File: config.mk
export PLATFORM = sky130hd
export DESIGN_NAME = can_accept_filter
export DESIGN_NICKNAME = d
export VERILOG_FILES = /design/src/rtl/can_filt_pkg.sv /design/src/rtl/can_filt_ctrl.sv /design/src/rtl/can_filt_datapath.sv /design/src/rtl/can_accept_filter.sv
export SDC_FILE = /design/constraint.sdc
export NUM_CORES = 1
export LEC_CHECK = 0
export ABC_CLOCK_PERIOD_IN_PS = 4400
export BUFFER_PORTS_ARGS = -buffer_cell sky130_fd_sc_hd__buf_2
export CORE_ASPECT_RATIO = 0.75
export CORE_MARGIN = 2
export CORE_UTILIZATION = 40
export DETAILED_ROUTE_END_ITERATION = 16
export SKIP_CTS_REPAIR_TIMING = 1
export SLEW_MARGIN = 15
export SYNTH_ARGS = -nofsm -noshare
export SYNTH_HDL_FRONTEND = slang
export SYNTH_HIERARCHICAL = 1
export SYNTH_SLANG_ARGS = --single-unit
File: constraint.sdc
create_clock -name clk -period 4.4 [get_ports clk]
set_clock_uncertainty 0.15 [all_clocks]
set_input_delay 0.44 -clock clk [delete_from_list [all_inputs] [get_ports clk]]
set_output_delay 0.44 -clock clk [all_outputs]
set_load 0.05 [all_outputs]
File: src/rtl/can_filt_pkg.sv
package can_filt_pkg;
  parameter int NUM_BANKS = 4;
  parameter int ID_W      = 29;
  parameter int STD_W     = 11;
  parameter int DATA_W    = 32;
  localparam int BANK_W   = $clog2(NUM_BANKS);
  localparam int ADDR_W   = BANK_W + 2;

  typedef enum logic [1:0] {
    REG_CODE = 2'd0,
    REG_MASK = 2'd1,
    REG_CTL  = 2'd2,
    REG_RSVD = 2'd3
  } regSel_e;

  typedef struct packed {
    logic [NUM_BANKS-1:0] codeWr;
    logic [NUM_BANKS-1:0] maskWr;
    logic [NUM_BANKS-1:0] ctlWr;
    logic                 evalNow;
  } filtStrobes_t;
endpackage

File: src/rtl/can_filt_ctrl.sv
module can_filt_ctrl
  import can_filt_pkg::*;
(
  input  logic              cfgWe,
  input  logic [ADDR_W-1:0] cfgAddr,
  input  logic              frmDone,
  output filtStrobes_t      strobes
);
  logic [BANK_W-1:0] bankSel;
  regSel_e           regSel;

  assign bankSel = cfgAddr[ADDR_W-1:2];
  assign regSel  = regSel_e'(cfgAddr[1:0]);

  always_comb begin
    strobes         = '0;
    strobes.evalNow = frmDone;
    if (cfgWe) begin
      unique case (regSel)
        REG_CODE: strobes.codeWr[bankSel] = 1'b1;
        REG_MASK: strobes.maskWr[bankSel] = 1'b1;
        REG_CTL:  strobes.ctlWr[bankSel]  = 1'b1;
        default:  ;
      endcase
    end
  end
endmodule

File: src/rtl/can_filt_datapath.sv
module can_filt_datapath
  import can_filt_pkg::*;
(
  input  logic                 clk,
  input  logic                 rstN,
  input  filtStrobes_t         strobes,
  input  logic [DATA_W-1:0]    cfgWdata,
  input  logic [ID_W-1:0]      frmId,
  input  logic                 frmIde,
  input  logic                 frmRtr,
  output logic                 accept,
  output logic [NUM_BANKS-1:0] hitVec
);
  localparam logic [ID_W:0] STD_CARE =
    {1'b1, {(ID_W-STD_W){1'b0}}, {STD_W{1'b1}}};

  logic [ID_W:0]          frameVec;
  logic [NUM_BANKS-1:0]   bankHit;

  assign frameVec = {frmRtr, frmId};

  for (genvar b = 0; b < NUM_BANKS; b++) begin : g_bank
    logic [ID_W:0] codeQ;
    logic [ID_W:0] maskQ;
    logic          enQ;
    logic          extQ;
    logic [ID_W:0] diff;

    always_ff @(posedge clk) begin
      if (!rstN) begin
        codeQ <= '0;
        maskQ <= '0;
        enQ   <= 1'b0;
        extQ  <= 1'b0;
      end else begin
        if (strobes.codeWr[b]) begin
          codeQ <= cfgWdata[ID_W:0];
          enQ   <= 1'b0;
        end
        if (strobes.maskWr[b]) begin
          maskQ <= cfgWdata[ID_W:0];
          enQ   <= 1'b0;
        end
        if (strobes.ctlWr[b]) begin
          enQ  <= cfgWdata[0];
          extQ <= cfgWdata[1];
        end
      end
    end

    assign diff = (codeQ ^ frameVec) & ~maskQ;

    always_comb begin
      if (!enQ)      bankHit[b] = 1'b0;
      else if (extQ) bankHit[b] = frmIde && (diff == '0);
      else           bankHit[b] = !frmIde && ((diff & STD_CARE) == '0);
    end
  end

  always_ff @(posedge clk) begin
    if (!rstN) begin
      accept <= 1'b0;
      hitVec <= '0;
    end else begin
      accept <= strobes.evalNow && (|bankHit);
      hitVec <= strobes.evalNow ? bankHit : '0;
    end
  end
endmodule

File: src/rtl/can_accept_filter.sv
module can_accept_filter
  import can_filt_pkg::*;
(
  input  logic                 clk,
  input  logic                 rstN,
  input  logic [ID_W-1:0]      frmId,
  input  logic                 frmIde,
  input  logic                 frmRtr,
  input  logic                 frmDone,
  input  logic                 cfgWe,
  input  logic [ADDR_W-1:0]    cfgAddr,
  input  logic [DATA_W-1:0]    cfgWdata,
  output logic                 accept,
  output logic [NUM_BANKS-1:0] hitVec
);
  filtStrobes_t strobes;

  can_filt_ctrl u_ctrl (
    .cfgWe   (cfgWe),
    .cfgAddr (cfgAddr),
    .frmDone (frmDone),
    .strobes (strobes)
  );

  can_filt_datapath u_dp (
    .clk      (clk),
    .rstN     (rstN),
    .strobes  (strobes),
    .cfgWdata (cfgWdata),
    .frmId    (frmId),
    .frmIde   (frmIde),
    .frmRtr   (frmRtr),
    .accept   (accept),
    .hitVec   (hitVec)
  );
endmodule

==> results of run 1 <==
==> through the flow <==
stage               cells  util (%)
floorplan            1110         -
global placement     1461      42.5
detailed placement   1461      42.5
CTS                  1509      45.6
global route         1509      45.6
finish               1509      45.6
==> cells in the final DEF, fill, tap and decap left out, types with 4 or more instances in the layout <==
cell type	instances
mux2i_1	244
buf_2	72
nor4b_1	4
clkbuf_8	8
xnor2_2	6
clkbuf_16	27
o211ai_1	4
nor2_1	11
clkinv_2	4
o22ai_1	48
a21oi_1	4
nor2b_1	248
nor2_4	6
buf_4	15
nor4_1	4
nor3_1	5
xnor2_1	114
o21ai_0	8
or4_1	7
clkbuf_1	7
dfxtp_1	253
==> sequential cells by signal (all words and copies together) (netlist names) <==
| signal | cells |
|---|---|
| u_dp/accept | 1 |
| u_dp/g_bank.codeQ | 120 |
| u_dp/g_bank.enQ | 4 |
| u_dp/g_bank.extQ | 4 |
| u_dp/g_bank.maskQ | 120 |
| u_dp/hitVec | 4 |
==> worst paths after layout <==
path	endpoint	depth (start not counted)	slack, ns
setup / recovery	u_dp/accept	6	1.80
hold / removal	u_dp/accept	3	0.11
setup reg to reg	u_dp/accept	6	1.80
hold reg to reg	u_dp/g_bank[3].maskQ[6]	2	0.37
==> critical path, delay by kind of cell, from the launching register on <==
family | cells | cell delay, ns
AND/OR/NAND/NOR | 2 | 0.94
AO/OA/AOI/OAI | 3 | 0.91
flip-flops | 1 | 0.32
XOR/XNOR | 1 | 0.20
==> final cells by class <==
| class | count | share of cell area (%) |
|---|---|---|
| multi-input cells | 736 | 46.2 |
| flip-flops and latches | 253 | 39.5 |
| clock buffers | 42 | 6.33 |
| well taps | 385 | 3.76 |
| repair buffers | 87 | 3.69 |
| clock inverters | 6 | 0.459 |
==> cells by family (layout without fill, tap and decap cells) <==
kind of cell / after synthesis / count (layout)
mux: 244 / 244
xor+xnor: 120 / 120
buf+inv: 121 / 135
simple gates: 299 / 299
flops: 253 / 253
compound gates: 73 / 73
==> routing by layer <==
layer	vias up	global-route usage (%)	share of wire (%)
met5	-	0	0
met4	0	3.19	1.5
met3	31	2.53	3.4
met2	116	26.8	40
met1	3464	29.5	55
li1	3680	-	-
==> power groups by stage <==
stage	clock, mW	combinational (mW)	sequential, mW
6_report	2.23	0.370	2.34
5_1_grt	2.38	0.400	2.34
4_1_cts	2.28	0.370	2.34
3_5_place_dp	0	0.370	2.39
3_3_place_gp	0	0.368	2.39
2_1_floorplan	0	0.268	2.38
==> flow_summary.yaml, run 1 <==
floorplan:
  full_die_area_mm2: 0.0300
  core_area_mm2: 0.0281
  die-height_um: 151
  start_util_pct: 40.7
  placementRows: 53
  chipWidth_um: 199
  ios: 76
routing:
  drt_first_pass_iters: 5
  vias: 7291
  drtAntennaViolNets: 0
  routed_wirelength_normalized_by_instance_count_um: 18.2
  wirelength_um: 27500
  via_per_inst: 4.83
  drc_errors: 0
  detailedRoute.firstIterationViolations: 375
critical_path:
  critPathCaptureType: "flop"
  worst_path_max_delay_cell: "or4_1"
  path_max_fanout: 2
  critPathArrivalTime_ns: 2.90
  worst_setup_path_startpoint: "u_dp/g_bank[0].codeQ[14]"
  critical_path_required_ns: 4.70
  critical_path.reg2reg.startpoint: "u_dp/g_bank[0].codeQ[14]"
  crit_chain: "xnor2_1 -> o22ai_1 -> or4_1 -> o32ai_1 -> nand3_1 -> a41oi_2"
  critical_path.startpoint_type: "flop"
  cpPeakStageDelay_ns: 0.69
  worst-setup-path-type: "reg2reg"
global_route:
  grt_pass1_vias: 7223
  gr-total-overflow: 0
  grt_use_total_pct: 18.6
  antenna_found_initial: 2
  grt_pass1_wl_um: 42800
  grt_max_degree: 105
yosys:
  syn-mean-instance-area_um2: 10.3
  yosys_warnings: 6
  adder_and_majority_gate_portion_of_the_synthesized_area_pct: 0
  synth.cell_area_mm2: 0.0114
  synth_edf_count: 0
  synth_top_cells_by_count: "dfxtp_1 (253), nor2b_1 (248), mux2i_1 (244)"
  post_synth_and_or_nand_nor_area_fraction_pct: 16.1
  synth_compound_area_share_pct: 4.24
  ys_ff_latch: 253
  synthCells: 1110
  synth_ff_type: "dfxtp_1"
  largest_family_of_logic_cells_by_synthesized_area: "multiplexers"
  synth_area_leaders: "dfxtp_1 (44%), mux2i_1 (21%), nor2b_1 (14%)"
  synth_most_common_cell: "dfxtp_1"
  synth_largest_type_area_fraction_pct: 44.2
  netlist.top_cell.by_area: "dfxtp_1"
  ys_async_sr_fraction_pct: 0
  synth_mux_area_share_pct: 21.3
  synth_fp_nets: 1181
  synth-xor-area-share_pct: 9.57
  yosys.cell_types.count: 33
  ys_seq_area_share_pct: 44.2
power_and_ir_drop:
  cellLeakagePower_nw: 3.83
  power_report.internal_total_mw: 3.80
  clock_network_fraction_of_design_power_pct: 45.1
  sequentialPowerShare_pct: 47.4
  power_per_cell_area_mw_per_mm2: 385
  switching_share_of_total_power_pct: 23.0
  power_mw: 4.93
  power_switching_mw: 1.13
  vdd_drop_max_uv: 243
  comb_power_share_pct: 7.5
clocking:
  worst_skew_pair.late_latency_ns: 0.53
  ctsHtreeMaxLevel: 1
  clk_path_buf_depth: 3
  cts.clk_slew.worst_paths_ns: 0.06
  cts_tree: "built"
  cts.sink_count: 253
  cts_buffers: 26
  cts_root_buf: "clkbuf_16"
finish:
  drive_above_1_share_pct: 13.1
  multi_input_area_mm2: 0.00593
  syn2layout_area_growth_pct: 12.0
  layout.filler_cells: 2749
  antenna_cells_inserted: 0
  layout.nets: 1175
  final-seq-area_mm2: 0.00506
  fin_area_mm2: 0.0128
placed_design:
  detailed_placement_hpwl_um: 18300
  gpl.final_weighted_congestion: 0.753
  preCtsSetupSlack_ns: 1.54
  numPortBuffers: 73
  post_placement_cell_area_mm2: 0.0119
timing:
  post-route-min-period_ns: 2.60
  final_critical_path_setup_slack_ns: 1.80
  final_setup_violation_count: 0
  slew_headroom_pct: 40.0
  slew_violations: 0
  max_slew.worst_pin.slew_ns: 0.900
  hold_violations: 0
  portion_of_the_clock_cycle_consumed_by_the_worst_path_in_the_final_layout_pct: 59.2
  tns_ns: 0
  max_clock_freq_ghz: 0.384
  unrepaired_setup_endpoints_after_global_routing: "false"
  timing.hold.ws_ns: 0.108
hold_path:
  timing.hold.worst.class: "in2reg"
  hold_path.startpoint: "frmDone"
run_status:
  run_status: "finished clean"
job:
  drv.max_cap_violation_count: 0
Power figures use the tool's default switching activity.
==> run 2: changes to the inputs <==
Settings changed: ABC_CLOCK_PERIOD_IN_PS 4400 to 2600.
Clock period 4.4 ns to 2.6 ns, I/O delays scaled along.
==> run 2 against run 1 <==
The run now ends with negative hold slack left. Utilization rose by 1.7 points. Routed wire length fell by 1.2%. Total power rose by 76%. Largest power group is now clock. Die area did not move. Largest cell class unchanged. Worst setup slack got worse by 1.4 ns. Critical path type unchanged. Clock-buffer cell count fell by 9. Sequential share of layout area fell by 1.4 points. Global-route usage fell by 0.36 points. Cell count rose by 2.3%. Via count rose by 1.8%. Register-to-register slack got worse by 1.4 ns.
==> flow_summary.yaml, run 2 (synthesized netlist as in run 1, its figures left out) <==
power_and_ir_drop:
  vdd_drop_max_uv: 397
  power_per_cell_area_mw_per_mm2: 655
  cellLeakagePower_nw: 4.05
timing:
  slew_headroom_pct: 51.5
  unrepaired_setup_endpoints_after_global_routing: "false"
  post-route-min-period_ns: 2.22
  tns_ns: 0
  max_clock_freq_ghz: 0.450
  portion_of_the_clock_cycle_consumed_by_the_worst_path_in_the_final_layout_pct: 85.5
  slew_violations: 0
  hold_violations: 11
  timing.hold.ws_ns: -0.0136
  final_setup_violation_count: 0
  max_slew.worst_pin.slew_ns: 0.727
floorplan:
  chipWidth_um: 199
  die-height_um: 151
  start_util_pct: 40.7
  placementRows: 53
  full_die_area_mm2: 0.0300
  ios: 76
  core_area_mm2: 0.0281
routing:
  drc_errors: 0
  routed_wirelength_normalized_by_instance_count_um: 17.6
  detailedRoute.firstIterationViolations: 375
  via_per_inst: 4.81
  wirelength_um: 27100
  drtAntennaViolNets: 0
  drt_first_pass_iters: 6
  vias: 7423
global_route:
  grt_pass1_vias: 7236
  antenna_found_initial: 1
  grt_use_total_pct: 18.3
  grt_pass1_wl_um: 42100
  gr-total-overflow: 0
  grt_max_degree: 76
finish:
  antenna_cells_inserted: 0
  finalCoreUtilization_pct: 47.3
  stdcell_count: 1544
  mostFrequentLayoutCell: "dfxtp_1"
  layout_common_cells: "dfxtp_1 (253), nor2b_1 (248), mux2i_1 (244)"
  layout.nets: 1209
  registers_with_the_most_flip_flops: "u_dp/g_bank.codeQ: 120 flops, u_dp/g_bank.maskQ: 120 flops"
  syn2layout_area_growth_pct: 16.2
  layout.filler_cells: 2699
  drive_above_1_share_pct: 13.9
  fin_area_mm2: 0.0133
placed_design:
  numPortBuffers: 73
  detailed_placement_hpwl_um: 18400
  post_placement_cell_area_mm2: 0.0121
  gpl.final_weighted_congestion: 0.777
  placed_cells: 1469
critical_path:
  crit_chain: "xnor2_2 -> o22ai_1 -> or4_1 -> o32ai_1 -> nand3_1 -> a41oi_2"
  path_max_fanout: 2
  worst-setup-path-type: "reg2reg"
  cpPeakStageDelay_ns: 0.58
  path_buf_inv: 0
  critical_path_required_ns: 2.91
  critPathArrivalTime_ns: 2.53
  worst_path_max_delay_cell: "or4_1"
  critical_path.startpoint_type: "flop"
  critPathCaptureType: "flop"
  critical_path.top_delay_family: "simple AND/OR/NAND/NOR gates"
clocking:
  clk_path_buf_depth: 3
  cts_root_buf: "clkbuf_16"
  cts_tree: "built"
  cts_buffers: 27
  cts.clk_slew.worst_paths_ns: 0.06
  ctsHtreeMaxLevel: 1
  worst_skew_pair.late_latency_ns: 0.53
  cts.sink_count: 253
run_status:
  violations: "negative hold slack"
  run_status: "complete, but fails checks"
hold_path:
  timing.hold.worst.class: "in2reg"
job:
  drv.max_cap_violation_count: 0
[run 2: changes by cell type in the layout (fill, tap and decap cells not counted), sizes merged]
cell / delta
buf: +8
clkbuf: -9
dlygate4sd3: +25
clkinv: +7
bufinv: +4
[run 2: routing by layer]
layer	GRT usage, %	share of wire [%]
met1	28.5	53
met4	3.44	1.6
met3	2.93	4.8
met2	26.3	40
met5	0	0.059
[run 2: path summary, 6_finish.rpt]
| path | start | end | slack, ns | cells after the start |
|---|---|---|---|---|
| max | u_dp/g_bank[0].codeQ[28] | u_dp/accept | 0.38 | 6 |
| min reg2reg | u_dp/g_bank[2].maskQ[5] | u_dp/g_bank[2].maskQ[5] | 0.36 | 2 |
| max reg2reg | u_dp/g_bank[0].codeQ[28] | u_dp/accept | 0.38 | 6 |
| min | cfgWdata[12] | u_dp/g_bank[3].codeQ[12] | -0.01 | 3 |
[run 2: report_power, final]
group	switching [mW]	internal [mW]
Combinational	0.356	0.310
Sequential	0.0291	3.93
Clock	1.59	2.49
Total	1.97	6.73
[run 2: final cells by class]
cell class	instances	area (um^2)	share of cell area (%)
sequential	253	5060	38.1
clock buffer	33	728	5.48
clock inverter	17	225	1.69
timing repair buffer	120	871	6.55
multi-input combinational	736	5930	44.6
tap	385	482	3.62
[run 2: worst reg2reg max path: cells and delay by family, from the launching register on]
family / cells / cell delay (ns)
and+or+nand+nor: 2 / 0.79
xor gates and xnor gates: 1 / 0.12
AOI/OAI and AO/OA: 3 / 0.73
DFF: 1 / 0.37
[run 2: through the flow]
stage                     setup WS [ns]  power, mW
final                             0.377       8.71
after floorplan                   0.647       4.49
after CTS                         0.313       8.80
after global routing              0.274       9.04
after detailed placement          0.194       4.68
after global placement            0.233       4.68
==> run 3: changes to the inputs <==
Settings changed: ABC_CLOCK_PERIOD_IN_PS 2600 to 2750.
Clock period 2.6 ns to 2.75 ns, I/O delays scaled along.
==> run 3 against run 2 <==
The flow still finishes with violations (negative hold slack). Clock power down 6.6%. Hold slack worse by 0.0016 ns. Critical path type unchanged. Total power down 6.0%. Combinational power down 7.2%.
==> flow_summary.yaml, run 3 (synthesized netlist as in run 1, its figures left out) <==
global_route:
  gr-total-overflow: 0
  grt_pass1_wl_um: 42200
  grt_max_degree: 58
  grt_pass1_vias: 7074
  grt_use_total_pct: 18.3
  antenna_found_initial: 1
timing:
  slew_headroom_pct: 54.2
  hold_violations: 9
  portion_of_the_clock_cycle_consumed_by_the_worst_path_in_the_final_layout_pct: 85.4
  timing.hold.ws_ns: -0.0152
  slew_violations: 0
  final_setup_violation_count: 0
  post-route-min-period_ns: 2.35
  max_slew.worst_pin.slew_ns: 0.680
  max_clock_freq_ghz: 0.426
  tns_ns: 0
  unrepaired_setup_endpoints_after_global_routing: "false"
floorplan:
  full_die_area_mm2: 0.0300
  start_util_pct: 40.7
  die-height_um: 151
  core_area_mm2: 0.0281
  ios: 76
  placementRows: 53
  chipWidth_um: 199
finish:
  syn2layout_area_growth_pct: 15.0
  finalCoreUtilization_pct: 46.8
  drive_above_1_share_pct: 13.5
  antenna_cells_inserted: 0
  registers_with_the_most_flip_flops: "u_dp/g_bank.codeQ: 120 flops, u_dp/g_bank.maskQ: 120 flops"
  stdcell_count: 1534
  fin_area_mm2: 0.0132
  layout.nets: 1199
  layout_common_cells: "dfxtp_1 (253), nor2b_1 (248), mux2i_1 (244)"
  mostFrequentLayoutCell: "dfxtp_1"
routing:
  vias: 7355
  detailedRoute.firstIterationViolations: 389
  via_per_inst: 4.79
  drt_first_pass_iters: 4
  routed_wirelength_normalized_by_instance_count_um: 17.9
  drtAntennaViolNets: 0
  drc_errors: 0
  wirelength_um: 27500
power_and_ir_drop:
  vdd_drop_max_uv: 411
  power_per_cell_area_mw_per_mm2: 621
  cellLeakagePower_nw: 3.99
critical_path:
  critical_path.startpoint_type: "flop"
  critical_path_required_ns: 3.05
  critPathArrivalTime_ns: 2.65
  critPathCaptureType: "flop"
  path_max_fanout: 2
  worst-setup-path-type: "reg2reg"
clocking:
  clk_path_buf_depth: 3
  cts_root_buf: "clkbuf_16"
  cts.clk_slew.worst_paths_ns: 0.06
  cts_buffers: 27
  ctsHtreeMaxLevel: 1
  worst_skew_pair.late_latency_ns: 0.53
  cts_tree: "built"
  cts.sink_count: 253
placed_design:
  post_placement_cell_area_mm2: 0.0120
  gpl.final_weighted_congestion: 0.759
  numPortBuffers: 73
  detailed_placement_hpwl_um: 18300
  placed_cells: 1466
run_status:
  run_status: "complete, but fails checks"
  violations: "negative hold slack"
job:
  drv.max_cap_violation_count: 0
hold_path:
  timing.hold.worst.class: "in2reg"
-- run 3: cell count changes in the layout (fill, tap and decap cells not counted) --
| cell | before | now |
|---|---|---|
| buf_12 | 7 | 5 |
| buf_4 | 16 | 15 |
| bufinv_16 | 5 | 3 |
| clkbuf_1 | 3 | 6 |
| clkbuf_8 | 3 | 9 |
| clkinv_2 | 10 | 4 |
| clkinv_8 | 1 | 0 |
| dlygate4sd3_1 | 25 | 18 |
-- run 3: worst paths after layout --
check                                start                        to  slack [ns]  cells after the start
setup / recovery  u_dp/g_bank[0].codeQ[14]               u_dp/accept        0.40                      6
hold / removal                cfgWdata[16]  u_dp/g_bank[3].codeQ[16]       -0.02                      3
setup reg to reg  u_dp/g_bank[0].codeQ[14]               u_dp/accept        0.40                      6
hold reg to reg   u_dp/g_bank[0].maskQ[23]  u_dp/g_bank[0].maskQ[23]        0.36                      2
-- run 3: metal layers --
metal	up-vias	global-route usage (%)	share of wire [%]
li1	3726	-	-
met1	3498	28.6	54
met2	106	26.6	41
met3	25	2.82	3.9
met4	0	3.11	1.1
met5	-	0	0
-- run 3: report_power, final --
group	total, mW	internal, mW	switching [mW]
Clock	3.82	2.33	1.49
Combinational	0.618	0.282	0.335
Sequential	3.74	3.71	0.0275
Total	8.18	6.32	1.86
-- run 3: per-stage QoR --
step                      total power, mW  worst slack (ns)
after floorplan                      4.24             0.782
after global placement               4.42             0.240
after detailed placement             4.42             0.215
after CTS                            8.25             0.390
after global routing                 8.47             0.269
final                                8.18             0.402
-- run 3: worst max-delay path, stage by stage, from the launching register on --
cell     delay (ns)
dfxtp_1        0.32
xnor2_1        0.16
o22ai_1        0.14
or4_1          0.58
o32ai_1        0.48
nand3_1        0.23
a41oi_2        0.23
-- run 3: final cells by class --
type | count | area (um^2)
flip-flops and latches | 253 | 5060
clock inverters | 8 | 119
fillers | 2683 | 14900
repair buffers | 110 | 753
multi-input cells | 736 | 5930
well taps | 385 | 482
clock buffers | 42 | 822
